**src/rtl/bb_pkg.sv**
```systemverilog
package bb_pkg;

  typedef enum logic [1:0] {
    PH_FREE    = 2'd0,
    PH_SETUP   = 2'd1,
    PH_STROBE  = 2'd2,
    PH_RECOVER = 2'd3
  } phase_t;

  // Strobe length actually used: a zero field still gives one cycle.
  function automatic int unsigned strobe_len(input int unsigned field);
    return (field == 0) ? 1 : field;
  endfunction

  // Load value of a down-counter that runs for len cycles (len >= 1).
  function automatic int unsigned count_load(input int unsigned len);
    return len - 1;
  endfunction

endpackage

```
**src/rtl/bb_cfg_regs.sv**
```systemverilog
module bb_cfg_regs #(
  parameter int N_SETS = 4,
  parameter int TW     = 4,
  parameter int CS_N   = 8,
  parameter int CSW    = 3,
  parameter int SETW   = 2,
  parameter int HIW    = 5,
  parameter int CFG_AW = 4,
  parameter int DW     = 8
) (
  input  logic                          clk,
  input  logic                          rst_n,
  input  logic                          cfg_we,
  input  logic [CFG_AW-1:0]             cfg_addr,
  input  logic [DW-1:0]                 cfg_wdata,
  output logic [N_SETS-1:0][TW-1:0]     set_act,
  output logic [N_SETS-1:0][TW-1:0]     set_idle,
  output logic [CS_N-1:0][SETW-1:0]     sel_rd,
  output logic [CS_N-1:0][SETW-1:0]     sel_wr,
  output logic [CSW-1:0]                ctrl_cs,
  output logic                          ctrl_src,
  output logic [HIW-1:0]                ctrl_hi
);

  localparam int N_PAIRS   = CS_N / 2;
  localparam int PAIR_BASE = N_SETS;
  localparam int CTRL_ADDR = N_SETS + N_PAIRS;
  localparam int HI_ADDR   = CTRL_ADDR + 1;

  // Timing sets: upper half of the byte is strobe length, lower half recovery.
  for (genvar s = 0; s < N_SETS; s++) begin : g_set
    logic [TW-1:0] act_r;
    logic [TW-1:0] idl_r;
    logic          hit;
    assign hit = cfg_we && (cfg_addr == CFG_AW'(s));
    always_ff @(posedge clk or negedge rst_n) begin
      if (!rst_n) begin
        act_r <= '1;
        idl_r <= '1;
      end else if (hit) begin
        act_r <= cfg_wdata[2*TW-1:TW];
        idl_r <= cfg_wdata[TW-1:0];
      end
    end
    assign set_act[s]  = act_r;
    assign set_idle[s] = idl_r;
  end

  // Selection bytes, one per pair of device selects.
  for (genvar k = 0; k < N_PAIRS; k++) begin : g_pair
    logic [DW-1:0] pair_r;
    logic          hit;
    assign hit = cfg_we && (cfg_addr == CFG_AW'(PAIR_BASE + k));
    always_ff @(posedge clk or negedge rst_n) begin
      if (!rst_n) pair_r <= '0;
      else if (hit) pair_r <= cfg_wdata;
    end
    for (genvar h = 0; h < 2; h++) begin : g_half
      assign sel_rd[2*k+h] = pair_r[(2*h)*SETW   +: SETW];
      assign sel_wr[2*k+h] = pair_r[(2*h+1)*SETW +: SETW];
    end
  end

  logic ctrl_hit, hi_hit;
  assign ctrl_hit = cfg_we && (cfg_addr == CFG_AW'(CTRL_ADDR));
  assign hi_hit   = cfg_we && (cfg_addr == CFG_AW'(HI_ADDR));

  always_ff @(posedge clk or negedge rst_n) begin
    if (!rst_n) begin
      ctrl_cs  <= '0;
      ctrl_src <= 1'b0;
      ctrl_hi  <= '0;
    end else begin
      if (ctrl_hit) begin
        ctrl_cs  <= cfg_wdata[CSW-1:0];
        ctrl_src <= cfg_wdata[DW-1];
      end
      if (hi_hit) ctrl_hi <= cfg_wdata[HIW-1:0];
    end
  end

endmodule

```
**src/rtl/bb_cs_demux.sv**
```systemverilog
module bb_cs_demux #(
  parameter int CS_N = 8,
  parameter int CSW  = 3
) (
  input  logic            en,
  input  logic [CSW-1:0]  num,
  output logic [CS_N-1:0] cs_n
);

  for (genvar i = 0; i < CS_N; i++) begin : g_line
    assign cs_n[i] = ~(en && (num == CSW'(i)));
  end

endmodule

```
**src/rtl/bb_seq.sv**
```systemverilog
module bb_seq
  import bb_pkg::*;
#(
  parameter int AW     = 12,
  parameter int DW     = 8,
  parameter int N_SETS = 4,
  parameter int TW     = 4,
  parameter int CS_N   = 8,
  parameter int CSW    = 3,
  parameter int SETW   = 2,
  parameter int MAP_LO = 7,
  parameter int HIW    = 5
) (
  input  logic                      clk,
  input  logic                      rst_n,
  input  logic                      req,
  input  logic                      req_write,
  input  logic [AW-1:0]             req_addr,
  input  logic [DW-1:0]             req_wdata,
  input  logic [N_SETS-1:0][TW-1:0] set_act,
  input  logic [N_SETS-1:0][TW-1:0] set_idle,
  input  logic [CS_N-1:0][SETW-1:0] sel_rd,
  input  logic [CS_N-1:0][SETW-1:0] sel_wr,
  input  logic [CSW-1:0]            ctrl_cs,
  input  logic                      ctrl_src,
  input  logic [HIW-1:0]            ctrl_hi,
  input  logic [DW-1:0]             bus_data_i,
  output logic                      busy,
  output logic                      cs_en,
  output logic [CSW-1:0]            cs_num,
  output logic [AW-1:0]             bus_addr,
  output logic [DW-1:0]             bus_data_o,
  output logic                      bus_data_oe,
  output logic                      bus_rd_n,
  output logic                      bus_wr_n,
  output logic [DW-1:0]             rd_data,
  output logic                      rd_valid
);

  phase_t         phase;
  logic [TW-1:0]  cnt;
  logic [TW-1:0]  idle_q;
  logic           is_wr;
  logic [CSW-1:0] cs_q;
  logic [AW-1:0]  addr_q;
  logic [DW-1:0]  wdata_q;
  logic [DW-1:0]  rdata_q;
  logic           rvalid_q;

  // Request decode: select source, bus address and timing set.
  logic [CSW-1:0]  cs_pick;
  logic [AW-1:0]   addr_pick;
  logic [SETW-1:0] set_pick;
  logic [TW-1:0]   act_load;
  logic [TW-1:0]   idle_pick;

  always_comb begin
    cs_pick   = ctrl_src ? req_addr[MAP_LO +: CSW] : ctrl_cs;
    addr_pick = ctrl_src ? {ctrl_hi, req_addr[MAP_LO-1:0]} : req_addr;
    set_pick  = req_write ? sel_wr[cs_pick] : sel_rd[cs_pick];
    act_load  = TW'(count_load(strobe_len(32'(set_act[set_pick]))));
    idle_pick = set_idle[set_pick];
  end

  // Named events for the sequencer and its assertions.
  logic accept, strobe_last, recover_last, read_capture;
  assign accept       = req && (phase == PH_FREE);
  assign strobe_last  = (phase == PH_STROBE) && (cnt == '0);
  assign recover_last = (phase == PH_RECOVER) && (cnt == '0);
  assign read_capture = strobe_last && !is_wr;

  always_ff @(posedge clk or negedge rst_n) begin
    if (!rst_n) begin
      phase    <= PH_FREE;
      cnt      <= '0;
      idle_q   <= '0;
      is_wr    <= 1'b0;
      cs_q     <= '0;
      addr_q   <= '0;
      wdata_q  <= '0;
      rdata_q  <= '0;
      rvalid_q <= 1'b0;
    end else begin
      rvalid_q <= 1'b0;
      unique case (phase)
        PH_FREE: begin
          if (accept) begin
            is_wr   <= req_write;
            cs_q    <= cs_pick;
            addr_q  <= addr_pick;
            wdata_q <= req_wdata;
            cnt     <= act_load;
            idle_q  <= idle_pick;
            phase   <= PH_SETUP;
          end
        end
        PH_SETUP: phase <= PH_STROBE;
        PH_STROBE: begin
          if (strobe_last) begin
            if (read_capture) begin
              rdata_q  <= bus_data_i;
              rvalid_q <= 1'b1;
            end
            if (idle_q == '0) begin
              phase <= PH_FREE;
            end else begin
              phase <= PH_RECOVER;
              cnt   <= TW'(count_load(32'(idle_q)));
            end
          end else begin
            cnt <= cnt - 1'b1;
          end
        end
        PH_RECOVER: begin
          if (recover_last) phase <= PH_FREE;
          else              cnt   <= cnt - 1'b1;
        end
        default: phase <= PH_FREE;
      endcase
    end
  end

  assign busy        = (phase != PH_FREE);
  assign cs_en       = busy;
  assign cs_num      = cs_q;
  assign bus_addr    = addr_q;
  assign bus_data_o  = wdata_q;
  assign bus_data_oe = busy && is_wr;
  assign bus_rd_n    = !((phase == PH_STROBE) && !is_wr);
  assign bus_wr_n    = !((phase == PH_STROBE) && is_wr);
  assign rd_data     = rdata_q;
  assign rd_valid    = rvalid_q;

  // an ignored request leaves the latched address and select alone.
  a_r9_busy_req_ignored: assert property (@(posedge clk) disable iff (!rst_n)
    (busy && req) |=> ($stable(bus_addr) && $stable(cs_num)));

  // the two strobes never overlap.
  a_r3_strobe_exclusive: assert property (@(posedge clk) disable iff (!rst_n)
    !(!bus_rd_n && !bus_wr_n));

  // the data driver is never on while a read strobe is low.
  a_r8_no_drive_on_read: assert property (@(posedge clk) disable iff (!rst_n)
    !bus_rd_n |-> !bus_data_oe);

  // the strobe never starts in the cycle right after acceptance.
  a_r3_setup_first: assert property (@(posedge clk) disable iff (!rst_n)
    accept |=> (bus_rd_n && bus_wr_n));

endmodule

```
**src/rtl/ext_bus_bridge.sv**
```systemverilog
module ext_bus_bridge #(
  parameter int AW     = 12,
  parameter int DW     = 8,
  parameter int CS_N   = 8,
  parameter int N_SETS = 4,
  parameter int TW     = 4,
  parameter int MAP_LO = 7,
  parameter int CFG_AW = 4
) (
  input  logic              clk,
  input  logic              rst_n,
  input  logic              cfg_we,
  input  logic [CFG_AW-1:0] cfg_addr,
  input  logic [DW-1:0]     cfg_wdata,
  input  logic              req,
  input  logic              req_write,
  input  logic [AW-1:0]     req_addr,
  input  logic [DW-1:0]     req_wdata,
  output logic              busy,
  output logic [DW-1:0]     rd_data,
  output logic              rd_valid,
  output logic [AW-1:0]     bus_addr,
  output logic [DW-1:0]     bus_data_o,
  output logic              bus_data_oe,
  input  logic [DW-1:0]     bus_data_i,
  output logic              bus_rd_n,
  output logic              bus_wr_n,
  output logic [CS_N-1:0]   bus_cs_n
);

  localparam int CSW  = $clog2(CS_N);
  localparam int SETW = $clog2(N_SETS);
  localparam int HIW  = AW - MAP_LO;

  logic [N_SETS-1:0][TW-1:0] set_act, set_idle;
  logic [CS_N-1:0][SETW-1:0] sel_rd, sel_wr;
  logic [CSW-1:0]            ctrl_cs, cs_num;
  logic                      ctrl_src, cs_en;
  logic [HIW-1:0]            ctrl_hi;

  bb_cfg_regs #(
    .N_SETS(N_SETS), .TW(TW), .CS_N(CS_N), .CSW(CSW), .SETW(SETW),
    .HIW(HIW), .CFG_AW(CFG_AW), .DW(DW)
  ) u_cfg (
    .clk(clk), .rst_n(rst_n), .cfg_we(cfg_we), .cfg_addr(cfg_addr),
    .cfg_wdata(cfg_wdata), .set_act(set_act), .set_idle(set_idle),
    .sel_rd(sel_rd), .sel_wr(sel_wr), .ctrl_cs(ctrl_cs),
    .ctrl_src(ctrl_src), .ctrl_hi(ctrl_hi)
  );

  bb_seq #(
    .AW(AW), .DW(DW), .N_SETS(N_SETS), .TW(TW), .CS_N(CS_N), .CSW(CSW),
    .SETW(SETW), .MAP_LO(MAP_LO), .HIW(HIW)
  ) u_seq (
    .clk(clk), .rst_n(rst_n), .req(req), .req_write(req_write),
    .req_addr(req_addr), .req_wdata(req_wdata), .set_act(set_act),
    .set_idle(set_idle), .sel_rd(sel_rd), .sel_wr(sel_wr),
    .ctrl_cs(ctrl_cs), .ctrl_src(ctrl_src), .ctrl_hi(ctrl_hi),
    .bus_data_i(bus_data_i), .busy(busy), .cs_en(cs_en), .cs_num(cs_num),
    .bus_addr(bus_addr), .bus_data_o(bus_data_o),
    .bus_data_oe(bus_data_oe), .bus_rd_n(bus_rd_n), .bus_wr_n(bus_wr_n),
    .rd_data(rd_data), .rd_valid(rd_valid)
  );

  bb_cs_demux #(.CS_N(CS_N), .CSW(CSW)) u_demux (
    .en(cs_en), .num(cs_num), .cs_n(bus_cs_n)
  );

  // exactly one select low while busy, none otherwise.
  a_r4_one_select_busy: assert property (@(posedge clk) disable iff (!rst_n)
    busy |-> ($countones(~bus_cs_n) == 1));
  a_r4_no_select_free: assert property (@(posedge clk) disable iff (!rst_n)
    !busy |-> (bus_cs_n == '1));

  // a strobe only falls after a cycle in which a select was already low.
  a_r3_select_leads_strobe: assert property (@(posedge clk) disable iff (!rst_n)
    ($fell(bus_rd_n) || $fell(bus_wr_n)) |-> $past(bus_cs_n != '1));

  // the read-valid pulse follows the end of a read strobe.
  a_r7_valid_after_strobe: assert property (@(posedge clk) disable iff (!rst_n)
    rd_valid |-> $rose(bus_rd_n));

endmodule

```
**config.mk**
```make
export PLATFORM = sky130hd
export DESIGN_NAME = ext_bus_bridge
export DESIGN_NICKNAME = d
export VERILOG_FILES = /design/src/rtl/bb_pkg.sv /design/src/rtl/bb_cfg_regs.sv /design/src/rtl/bb_cs_demux.sv /design/src/rtl/bb_seq.sv /design/src/rtl/ext_bus_bridge.sv
export SDC_FILE = /design/constraint.sdc
export NUM_CORES = 1
export LEC_CHECK = 0
export BUFFER_PORTS_ARGS = -buffer_cell sky130_fd_sc_hd__buf_4
export CELL_PAD_IN_SITES_DETAIL_PLACEMENT = 1
export CELL_PAD_IN_SITES_GLOBAL_PLACEMENT = 1
export CORE_AREA = 2 2 114 116
export CTS_CLUSTER_DIAMETER = 40
export DETAILED_ROUTE_END_ITERATION = 8
export DIE_AREA = 0 0 116 118
export MAX_ROUTING_LAYER = met4
export PLACE_DENSITY = 0.87
export SYNTH_ARGS = -nofsm -noshare
export SYNTH_HDL_FRONTEND = slang
export SYNTH_HIERARCHICAL = 1
export SYNTH_SLANG_ARGS = --single-unit
```
**constraint.sdc**
```tcl
create_clock -name clk -period 4.6 [get_ports clk]
set_clock_uncertainty 0.15 [all_clocks]
set_input_delay 0.46 -clock clk [delete_from_list [all_inputs] [get_ports clk]]
set_output_delay 0.46 -clock clk [all_outputs]
set_load 0.01 [all_outputs]
```
Yosys cells after proc, flatten, opt, wreduce, memory -nomap -nowiden:

Index checks and enable logic that the tools add are counted.

* register bits: 116
* input bits: 45
* output and inout port bits: 41
* logic and storage cells: 126

* add/sub/neg operators: 3
* order comparisons: 2
* equality and inequality tests: 24
* multiplexer cells: 25
* bitwise logic cells: 8
* reductions and logical operators: 40

Operators by type and width (count)
* 2-to-1 mux 4 bit: 7
* logical AND 1 bit: 25
* binary-select mux 4 bit (select 2 bit): 2
* == test 4 x 3 -> 1 bit (second input constant): 4
* zero test 4 bit: 4
* 2-to-1 mux 2 bit: 7
* binary-select mux 2 bit (select 3 bit): 2
* == test 3 bit (second input constant): 4
* 2-to-1 mux 12 bit: 1
* one-hot mux 4 bit (3 select lines): 1
* subtractor 4 x 1 -> 4 bit (second input constant): 3
* == test 4 x 2 -> 1 bit (second input constant): 2
* == test 4 bit (second input constant): 2
* inverter 1 bit: 8
* one-hot mux 2 bit (4 select lines): 1
* == test 3 x 2 -> 1 bit (second input constant): 2
* inequality test 2 x 1 -> 1 bit (second input constant): 3
* AND reduction 3 bit: 2
* == test 2 bit (second input constant): 2
* == test 4 x 1 -> 1 bit (second input constant): 1
* less-than comparator 3 x 4 -> 1 bit (second input constant): 1
* AND reduction 4 bit: 1
* == test 3 x 1 -> 1 bit (second input constant): 1
* zero test 1 bit: 3
* other kinds (11): 13

Logic depth before layout (Yosys ltp):

* depth in word-level cells: 11
* mapped depth: 14
* depth with buffers taken out: 11

Cells and area by module:

Netlist, hierarchy kept.

By module, submodules not included
* bb_cfg_regs: instances 1, cells each 167, area an instance 2899.0 um^2, sequential area each 1866.8 um^2
* bb_seq: instances 1, cells each 294, area an instance 2690.1 um^2, sequential area each 1076.0 um^2
* bb_cs_demux: instances 1, cells each 8, area an instance 76.3 um^2, sequential area each 0.0 um^2

Worst setup path after synthesis:

Ideal clock, no wire load.

* path type: reg2reg
* from: register u_cfg.ctrl_src
* to: register u_seq.cnt[2]
* library setup time: 0.122 ns
* arrival: 3.686 ns
* slack: 0.643 ns
* cell stages (with the launch flop): 15
* cell sequence: dfrtp_1 buf_6 mux2_4 buf_6 mux4_1 mux4_2 buf_6 a311o_1 o22ai_2 o211a_1 a21oi_1 ha_1 or3_1 mux2_2 a32o_1

* word-level cells in the longest chain between the ends: 11
* elaborated cells between the ends (all ways): 13
* those cells by class: add/sub (1); mux (11); reduce/logical (1)

Ends and longest elaborated chain
* start: declaration: RTL line bb_cfg_regs.sv:21 `output logic ctrl_src,`
* start signal: assignment: RTL line bb_cfg_regs.sv:76 `ctrl_src <= cfg_wdata[DW-1];`
* 2-to-1 mux 3 bit (*): RTL line bb_seq.sv:58 `cs_pick = ctrl_src ? req_addr[MAP_LO +: CSW] : ctrl_cs;`
* binary-select mux 2 bit (select 3 bit): RTL line bb_seq.sv:60 `set_pick = req_write ? sel_wr[cs_pick] : sel_rd[cs_pick];`
* 2-to-1 mux 2 bit (implied by the code): RTL line bb_seq.sv:60
* 2-to-1 mux 2 bit (*): RTL line bb_seq.sv:60
* binary-select mux 4 bit (select 2 bit) (*): RTL line bb_seq.sv:61 `act_load = TW'(count_load(strobe_len(32'(set_act[set_pick]))));`
* 2-to-1 mux 4 bit (implied by the code) (*): RTL line bb_seq.sv:61
* zero test 4 bit: RTL line bb_pkg.sv:12 `return (field == 0) ? 1 : field;`
* 2-to-1 mux 4 bit (*): RTL line bb_pkg.sv:12
* subtractor 4 x 1 -> 4 bit (*): RTL line bb_pkg.sv:17 `return len - 1;`
* 2-to-1 mux 4 bit (*): RTL line bb_seq.sv:87 `if (accept) begin`
* one-hot mux 4 bit (3 select lines) (*): RTL line bb_seq.sv:85 `unique case (phase)`
* end signal: assignment: RTL line bb_seq.sv:92 `cnt <= act_load;`
* end signal: assignment: RTL line bb_seq.sv:108 `cnt <= TW'(count_load(32'(idle_q)));`
* end signal: assignment: RTL line bb_seq.sv:111 `cnt <= cnt - 1'b1;`
* end: declaration: RTL line bb_seq.sv:41 `logic [TW-1:0] cnt;`

Mark *: on every way between the ends. The rest lies on a longest branch, timed or not. The select of a mux whose other input is x is not followed.
A chain may end at the register's enable or synchronous reset.

Worst setup path after layout:

Ends and elaborated chain as after synthesis.

==> metrics.cfg <==
[status]
status=finished clean

[power_and_ir_drop]
combPwrFrac=0.348
switching_share=0.330
ir_drop_mv=0.277
finalPower_mw=4.32
switching_power_mw=1.43
leakage_nw=3.22
powerDensity_nw_per_um2=622
pwr-share-seq=0.381
clkPwrFrac=0.272
power.internal_mw=2.90

[global_route]
grt-ovfl-total=0
grt_antenna_before_repair=0
grt_start_max_net_pins=79
grt_pass1_wl_um=23600
grt_pass1_vias=4422
grtUsageTotal=0.233

[finish]
final_area_um2=6950
finalNonFillerCells=738
syn_to_final_growth_pct=22.7
layout_commonest_cell=nand2_1
n_fill_cell=1314
nNetsFinal=604
utilization=0.560
layout_common_cells=nand2_1, buf_4, dfrtp_1
drive_gt1_frac=0.420
diodes=0

[place]
place_area_um2=6420
dp_cells=708
routabilityCongestion=0.815
port_buffers=85
hpwl_um=9850

[synthesis]
yosys.area.top_type_share=0.371
synthArstFlopShare=1.00
ys_ff_latch=116
ys_seq_area_frac=0.519
synth_edf_count=0
ys_top_cells_by_area=dfrtp_1, dfstp_2, mux2_2
yosysUniqueCellTypes=56
syn_avg_cell_area_um2=12.1
ys.flop_type=dfrtp_1
synth_nets=518
ys_warn_count=6
yosys.area.top_type=dfrtp_1
netlist_area_um2=5670
syn_inst=469

[clock_tree]
postCtsSetupRepairBufs=0
clock-sinks=116
cts_tree=done
htree_num_levels=4
cts_resized=0
clockBufferDepth=2
postCtsHoldBufs=0
numCtsBuffers=17
clk_pin_slew_ps=50
cts_root_buf=clkbuf_16
worstSkewPairLatency_ps=410

[sta]
relSlewSlack=0.159
finalHoldViolCount=0
worstMarginPinSlew_ps=1260
drv_slew=0
grt_setup_unrepaired=no
tns_ps=0
max_freq_mhz=224
period_needed_ps=4460
fin_crit_sh=0.969
setup_violations=0

[critical_path]
cp-endpoint=u_seq/cnt[2]
crit_required_ps=4740
rrSetupSlack_ps=140
crit_start=u_cfg/ctrl_src
critPathMaxFanout=10
r2r-start=u_cfg/ctrl_src
rr_worst_depth=11
path_class=reg2reg
worstReg2RegEnd=u_seq/cnt[2]
end_kind=register
worstPathArrival_ps=4600
critPathLaunchType=register

[worst_hold_path]
hp-class=in2async

[drt]
avgViaCountPerCell=5.44
drtIter0Drc=181
num_vias=4014
drt_wl_total_um=14500
dr.pass1.iters=4
drc=0
antenna_left=0
routedWlPerCell_um=19.6

[die]
rows=41
dieArea_um2=13700
core-area_um2=12400
die_w_um=116
die_h_um=118
initial_core_util=0.456
ios=86

[flow_run]
drv_cap=0

## logic make-up after synthesis
logic type      Yosys count  synth area share
xor+xnor                  3           0.00464
flops                   116             0.519
compound gates           50            0.0590
mux                     111             0.244
buf+inv                  35            0.0309
fa+ha+maj                 4           0.00883
simple gates            150             0.134
## synthesized netlist by cell type (3+ instances only)
cell and instances:
nand3_1 8, inv_1 13, o21ai_0 17, mux2_2 64, nor3_1 3, nand4bb_1 3, mux4_2 5, mux2_1 10
mux2i_1 18, dfrtp_1 84, nand4b_1 4, o22ai_1 3, nand2_1 100, or3_1 3, o31ai_1 3, nor2_1 5
ha_1 4, mux2_4 9, a211oi_1 5, buf_1 3, clkbuf_1 10, buf_6 5, and3_1 3, nor3b_1 3
dfstp_2 32, a21oi_1 8, nand2b_1 3, mux4_1 4
## power by group through the flow
stage / Clock (mW) / Combinational [mW] / Sequential (mW)
finish: 1.17 / 1.50 / 1.65
global route: 1.25 / 1.64 / 1.69
CTS: 1.20 / 1.51 / 1.65
detailed placement: 0 / 1.47 / 1.65
global placement: 0 / 1.40 / 1.62
floorplan: 0 / 0.946 / 1.62
## routing by layer
metal,part of all wire,wire [um],up-vias,global-route usage
li1,-,-,1829,-
met1,0.42,6130,2049,0.283
met2,0.51,7450,112,0.382
met3,0.045,652,24,0.0551
met4,0.018,254,0,0.0759
met5,0,0,-,-
## registers in the layout, indices dropped and copies added (netlist names)
signal and count:
u_seq/phase 2, u_seq/cs_num 3, u_seq/bus_data_o 8, u_cfg/ctrl_src 1, u_seq/is_wr 1, u_seq/rd_valid 1
u_seq/idle_q 4, u_cfg/g_pair.pair_r 32, u_seq/cnt 4, u_seq/rd_data 8, u_cfg/g_set.idl_r 16, u_cfg/ctrl_hi 5
u_seq/bus_addr 12, u_cfg/ctrl_cs 3, u_cfg/g_set.act_r 16
## worst min-delay path by stage
stage                          endpoint  slack (ps)  depth (start not counted)
finish                 u_cfg/ctrl_hi[4]          60                          1
floorplan              u_cfg/ctrl_cs[0]          10                          0
global route           u_seq/rd_data[6]          80                          3
CTS                    u_seq/rd_data[5]          80                          3
detailed placement    u_seq/bus_addr[0]         310                          2
global placement    u_seq/bus_data_o[4]         310                          2
## critical path: stages (launching register included)
cell and delay, ps:
dfrtp_1 670, mux2_4 380, mux4_1 560, mux4_2 590
a311o_1 320, o22ai_2 190, o211a_1 210, a21oi_1 100
ha_1 240, or3_1 370, mux2_2 300, a32o_1 260
## layout make-up
type / count / area (um^2) / share of cell area
multi-input cells: 318 / 2550 / 0.367
clock inverters: 5 / 25.0 / 0.00360
inverters: 14 / 52.6 / 0.00756
repair buffers: 88 / 661 / 0.0950
well taps: 172 / 215 / 0.0310
flip-flops and latches: 116 / 2940 / 0.423
clock buffers: 25 / 505 / 0.0727
## stage by stage
stage / setup WS, ps / hold slack, ps
after detailed placement: 249 / 313
after global placement: 418 / 310
final: 141 / 57.0
after floorplan: 643 / 14.4
after CTS: 152 / 75.2
after global routing: 7.71 / 78.3
Note: power is estimated with default switching activity, not from simulation.
